**config.mk**
```make
export PLATFORM = sky130hd
export DESIGN_NAME = bus_role_ctrl
export DESIGN_NICKNAME = d
export VERILOG_FILES = /design/src/rtl/brc_pkg.sv /design/src/rtl/brc_sync.sv /design/src/rtl/brc_init_stretch.sv /design/src/rtl/brc_irq_mask.sv /design/src/rtl/bus_role_ctrl.sv
export SDC_FILE = /design/constraint.sdc
export NUM_CORES = 1
export LEC_CHECK = 0
export BUFFER_PORTS_ARGS = -buffer_cell sky130_fd_sc_hd__buf_2
export CORE_UTILIZATION = 45
export DETAILED_ROUTE_END_ITERATION = 12
export PLACE_DENSITY = 0.86
export SKIP_LAST_GASP = 1
export SLEW_MARGIN = 25
export SYNTH_ARGS = -nofsm -noshare
export SYNTH_HDL_FRONTEND = slang
export SYNTH_SLANG_ARGS = --single-unit
```
**constraint.sdc**
```tcl
create_clock -name clk_i -period 1.7 [get_ports clk_i]
set_clock_uncertainty 0.05 [all_clocks]
set_input_delay 0.085 -clock clk_i [delete_from_list [all_inputs] [get_ports clk_i]]
set_output_delay 0.085 -clock clk_i [all_outputs]
set_load 0.005 [all_outputs]
```
**src/rtl/brc_pkg.sv**
```systemverilog
package brc_pkg;
   typedef enum logic [1:0] {
      ROLE_ARB  = 2'd0,
      ROLE_AUX1 = 2'd1,
      ROLE_AUX2 = 2'd2,
      ROLE_AUX3 = 2'd3
   } role_e;

   function automatic logic role_is_arb(input logic [1:0] code);
      return role_e'(code) == ROLE_ARB;
   endfunction
endpackage

```
**src/rtl/brc_sync.sv**
```systemverilog
module brc_sync #(
   parameter int W      = 1,
   parameter int STAGES = 2
) (
   input  logic         clk_i,
   input  logic         rst_ni,
   input  logic [W-1:0] d_i,
   output logic [W-1:0] q_o
);
   if (STAGES < 2) begin : g_bad_stages
      $error("brc_sync: STAGES must be at least 2");
   end

   logic [W-1:0] stg_q [STAGES];

   for (genvar s = 0; s < STAGES; s++) begin : g_stage
      if (s == 0) begin : g_first
         always_ff @(posedge clk_i or negedge rst_ni) begin
            if (!rst_ni) stg_q[s] <= '0;
            else         stg_q[s] <= d_i;
         end
      end else begin : g_next
         always_ff @(posedge clk_i or negedge rst_ni) begin
            if (!rst_ni) stg_q[s] <= '0;
            else         stg_q[s] <= stg_q[s-1];
         end
      end
   end

   assign q_o = stg_q[STAGES-1];
endmodule

```
**src/rtl/brc_init_stretch.sv**
```systemverilog
module brc_init_stretch #(
   parameter int HOLD = 16
) (
   input  logic clk_i,
   input  logic rst_ni,
   input  logic enable_i,
   input  logic trigger_i,
   output logic active_o
);
   if (HOLD < 1) begin : g_bad_hold
      $error("brc_init_stretch: HOLD must be at least 1");
   end

   localparam int CNT_W = $clog2(HOLD + 1);
   localparam logic [CNT_W-1:0] LOAD = CNT_W'(HOLD);

   logic [CNT_W-1:0] cnt_q;

   always_ff @(posedge clk_i or negedge rst_ni) begin
      if (!rst_ni)              cnt_q <= '0;
      else if (!enable_i)       cnt_q <= '0;
      else if (trigger_i)       cnt_q <= LOAD;
      else if (cnt_q != '0)     cnt_q <= cnt_q - 1'b1;
   end

   assign active_o = enable_i && (cnt_q != '0);
endmodule

```
**src/rtl/brc_irq_mask.sv**
```systemverilog
module brc_irq_mask #(
   parameter int N_LOC = 3,
   parameter int N_BP  = 4
) (
   input  logic [N_LOC-1:0]      loc_i,
   input  logic [N_BP-1:0]       bp_i,
   input  logic                  bp_allow_i,
   output logic [N_LOC+N_BP-1:0] pend_o
);
   assign pend_o[N_LOC-1:0] = loc_i;

   for (genvar i = 0; i < N_BP; i++) begin : g_bp
      assign pend_o[N_LOC+i] = bp_i[i] & bp_allow_i;
   end
endmodule

```
**src/rtl/bus_role_ctrl.sv**
```systemverilog
module bus_role_ctrl #(
   parameter int SYNC_STAGES = 2,
   parameter int INIT_HOLD   = 16,
   parameter int N_LOC_IRQ   = 3,
   parameter int N_BP_IRQ    = 4
) (
   input  logic                          clk_i,
   input  logic                          rst_ni,
   input  logic [1:0]                    role_code_i,
   input  logic                          dma_req_i,
   input  logic                          arb_gnt_i,
   input  logic                          arb_iak_i,
   input  logic                          bir_wr_i,
   input  logic [N_LOC_IRQ-1:0]          loc_irq_i,
   input  logic                          bp_dmg_in_i,
   input  logic                          bp_iak_in_i,
   input  logic                          bp_init_in_i,
   input  logic                          bp_dcok_i,
   input  logic [N_BP_IRQ-1:0]           bp_irq_i,
   output logic                          bp_dmr_o,
   output logic                          arb_en_o,
   output logic                          local_gnt_o,
   output logic                          bp_sack_o,
   output logic                          bp_init_o,
   output logic                          bp_iak_out_o,
   output logic                          int_rst_o,
   output logic [N_LOC_IRQ+N_BP_IRQ-1:0] irq_pend_o
);
   import brc_pkg::*;

   localparam int N_CTRL = 4;
   localparam int SYNC_W = N_CTRL + N_BP_IRQ;

   if (N_LOC_IRQ < 1 || N_BP_IRQ < 1) begin : g_bad_irq
      $error("bus_role_ctrl: interrupt source counts must be at least 1");
   end

   // Synchronizer bank: {dcok, init_in, iak_in, dmg_in, irq levels}
   logic [SYNC_W-1:0] raw_bp, syn_bp;
   logic              dcok_s, init_in_s, iak_in_s, dmg_in_s;
   logic [N_BP_IRQ-1:0] irq_s;

   assign raw_bp = {bp_dcok_i, bp_init_in_i, bp_iak_in_i, bp_dmg_in_i, bp_irq_i};

   brc_sync #(.W(SYNC_W), .STAGES(SYNC_STAGES)) u_sync (
      .clk_i (clk_i),
      .rst_ni(rst_ni),
      .d_i   (raw_bp),
      .q_o   (syn_bp)
   );

   assign {dcok_s, init_in_s, iak_in_s, dmg_in_s, irq_s} = syn_bp;

   // Role decode
   logic is_arb;
   assign is_arb   = role_is_arb(role_code_i);
   assign arb_en_o = is_arb;

   // DMA path: both roles request, grant source depends on role
   assign bp_dmr_o    = dma_req_i;
   assign local_gnt_o = is_arb ? arb_gnt_i : dmg_in_s;
   assign bp_sack_o   = !is_arb && dmg_in_s && dma_req_i;

   // Backplane initialize: driven only by the arbiter, stretched
   logic init_trig, init_active;
   assign init_trig = bir_wr_i || !dcok_s;

   brc_init_stretch #(.HOLD(INIT_HOLD)) u_init (
      .clk_i    (clk_i),
      .rst_ni   (rst_ni),
      .enable_i (is_arb),
      .trigger_i(init_trig),
      .active_o (init_active)
   );

   assign bp_init_o = init_active;
   assign int_rst_o = !dcok_s || (is_arb ? init_active : init_in_s);

   // Interrupt acknowledge daisy chain
   assign bp_iak_out_o = is_arb ? arb_iak_i : iak_in_s;

   // Interrupt source qualification
   brc_irq_mask #(.N_LOC(N_LOC_IRQ), .N_BP(N_BP_IRQ)) u_irq (
      .loc_i     (loc_irq_i),
      .bp_i      (irq_s),
      .bp_allow_i(is_arb),
      .pend_o    (irq_pend_o)
   );
endmodule

```
==> results.toml <==
[placement]
hpwl_um = 999
portBuffers = 26
gp_congestion = 0.744
placedCellCount = 98
postPlaceCellArea_um2 = 922

[run_status]
status = "finished with violations"
violations = "design-rule violations, negative setup slack"

[setup_path]
required_ps = 1560
crit_path_start_kind = "register"
cpMaxStageDelayCell = "or4b_4"
worstPathArrival_ps = 1830
max_stage_delay_ps = 460
crit_fanout = 2
setup.worst_path.class = "register to primary output"
path_cells = "inv_1, ha_2, or4b_4, and2_4, nand3b_4, buf_6"
critical_path.endpoint_type = "primary output"

[sta]
fmax_mhz = 508
worst_slack_ps = -269
hold_slack_ps = 120
finalSetupViolCount = 2
finalCritPeriodShare_pct = 116
drv_slew = 0
slew_headroom_pct = 70.5
worst_pin_slew_ps = 443
hold_viol = 0
fin_setup_tns_ps = -391
fin_crit_ps = 1970
grt_setup_unrepaired = "yes"

[clocking]
cts.sinks = 21
cts_max_level = 1
clockRootBuffer = "clkbuf_4"
cts_tree = "built"
clockBufferDepth = 2
cts_buffers = 3
clk_latency_ps = 300
path_clk_slew_ps = 110

[pwr]
p_leak_uw = 0.000552
power_uw = 877
p_clk_share_pct = 27.1
switching_share_pct = 23.0
ir_drop_v = 0.000662
power_density_nw_per_um2 = 786
power_frac_seq_pct = 60.4
power_switching_uw = 201
p_int_uw = 675
p_comb_share_pct = 12.5

[layout]
antenna_cells = 0
fin_nets = 123
area_delta_synth_final_pct = 41.8
final_area_um2 = 1120
fin_cells = 118
drive_gt1_share_pct = 43.1
fill_cells = 112

[synthesis]
synth.net_count = 78
yosys_warnings = 0
yosysMostFrequentCell = "dfrtp_1"
async_flop_share_pct = 100
synth_edf_count = 0
netlist_top_cells_area = "dfrtp_1 67%, buf_4 3.8%, and2_1 3.2%, mux2_2 2.9%, nand3b_4 2.5%"
yosysSeqAreaShare_pct = 66.8
yosysTopAreaCell = "dfrtp_1"
synth_area_um2 = 787
syn_inst = 58
synth_seq_cells = 21
synth_area_per_cell_um2 = 13.6
synth_top_area_share_pct = 66.8
ys.flop_type = "dfrtp_1"
synth_cell_types = 22
synthTopCellsByCount = "21 x dfrtp_1, 4 x and2_1, 4 x buf_4"

[global_routing]
grt.met2_usage_pct = 32.8
grt-ovfl-total = 0
grtUsageTotal_pct = 18.5
antenna_found_initial = 0
grt_util_met1_pct = 19.7
top_usage_layer = "met2"
grt_pass1_wl_um = 2460
first_global_vias = 582
grt_max_degree = 22
met3_usage_pct = 5.42

[route]
drtIter0Drc = 3
post-route-drc-count = 3
dr.pass1.iters = 7
ant_nets = 0
wl_per_cell_um = 12.7
vias = 572
viasPerCell = 4.85
wl_um = 1500

[floorplan]
rows = 14
io_pins = 33
core_area_um2 = 1580
die_area_um2 = 1920
start_util_pct = 49.9
die_h_um = 43.8
die_w_um = 43.8

[flow_run]
cap_violations = 0

[min_path]
holdCritPathClass = "primary input to primary output"
==> final cells by class <==
| class | instances | area (um^2) | share of cell area, % |
|---|---|---|---|
| repair buffers | 44 | 302 | 27.0 |
| well taps | 16 | 20.0 | 1.79 |
| multi-input cells | 30 | 228 | 20.4 |
| flip-flops and latches | 21 | 526 | 47.1 |
| clock inverters | 1 | 7.51 | 0.673 |
| clock buffers | 3 | 22.5 | 2.02 |
| inverters | 3 | 11.3 | 1.01 |
==> critical path: cells and delay by family (launching register included) <==
kind / cells / cell delay [ps]
simple gates: 3 / 770
flops: 1 / 400
buf+inv: 2 / 200
fa+ha+maj: 1 / 160
==> routing by layer <==
layer / vias up / part of all wire, %
met5: - / 0
met2: 22 / 53
met4: 0 / 2.3
met1: 267 / 39
li1: 277 / -
met3: 6 / 5.3
==> path summary, 6_finish.rpt <==
kind / from / to / slack [ps] / depth (start not counted)
worst min register to register: u_sync.stg_q[10]$_DFF_PN0_ / u_sync.q_o[2]$_DFF_PN0_ / 310 / 0
worst max register to register: u_init.cnt_q[0]$_DFFE_PN0P_ / u_init.cnt_q[0]$_DFFE_PN0P_ / 60 / 6
worst max-delay path: u_init.cnt_q[0]$_DFFE_PN0P_ / int_rst_o / -270 / 6
min in group asynchronous: rst_ni / u_init.cnt_q[1]$_DFFE_PN0P_ / 200 / 2
worst min-delay path: loc_irq_i[1] / irq_pend_o[1] / 120 / 0
max in group asynchronous: rst_ni / u_sync.q_o[4]$_DFF_PN0_ / 1090 / 2
==> cell families after synthesis <==
group | count (synthesis) | synth area share, %
AOI/OAI and AO/OA | 6 | 4.61
adders and majority gates | 1 | 1.59
xor gates and xnor gates | 1 | 1.11
buffers and inverters | 7 | 5.25
and+or+nand+nor | 20 | 17.8
muxes | 2 | 2.86
DFF | 21 | 66.8
==> power groups by stage <==
stage	logic (uW)	clock network (uW)	registers, uW
global route	121	272	533
global placement	78.7	0	538
CTS	105	247	529
detailed placement	82.7	0	539
floorplan	42.3	0	536
finish	110	238	529
==> placed cells by master (no fill, tap or decap), types with 2 or more instances in the layout <==
| master | count |
|---|---|
| o21ai_0 | 2 |
| buf_2 | 25 |
| or2b_1 | 2 |
| nand2b_1 | 3 |
| a21oi_1 | 2 |
| clkbuf_4 | 3 |
| buf_4 | 6 |
| dfrtp_1 | 21 |
| nor2_1 | 3 |
| inv_1 | 3 |
| and2_1 | 4 |
| dlygate4sd3_1 | 12 |
| mux2_2 | 2 |
==> what timing repair did <==
| item | CTS | global route |
|---|---|---|
| pin swaps | 0 | 1 |
| resized for setup | 0 | 3 |
| buffers inserted | 2 | 2 |
| hold endpoints to repair | 30 | 0 |
| hold buffers | 12 | 0 |
| endpoints found under the setup margin | 2 | 5 |
==> flip-flops by register name, summed over array words and instances, names as in the netlist <==
signal        flops
u_init.cnt_q      5
u_sync.q_o        8
u_sync.stg_q      8
==> stage by stage <==
| step | setup slack, ps | utilization (%) |
|---|---|---|
| floorplan | 143 | - |
| global placement | 98.3 | 58.5 |
| detailed placement | 43.8 | 58.5 |
| CTS | -274 | 69.0 |
| global route | -345 | 70.8 |
| finish | -269 | 70.8 |
Power figures use the tool's default switching activity.
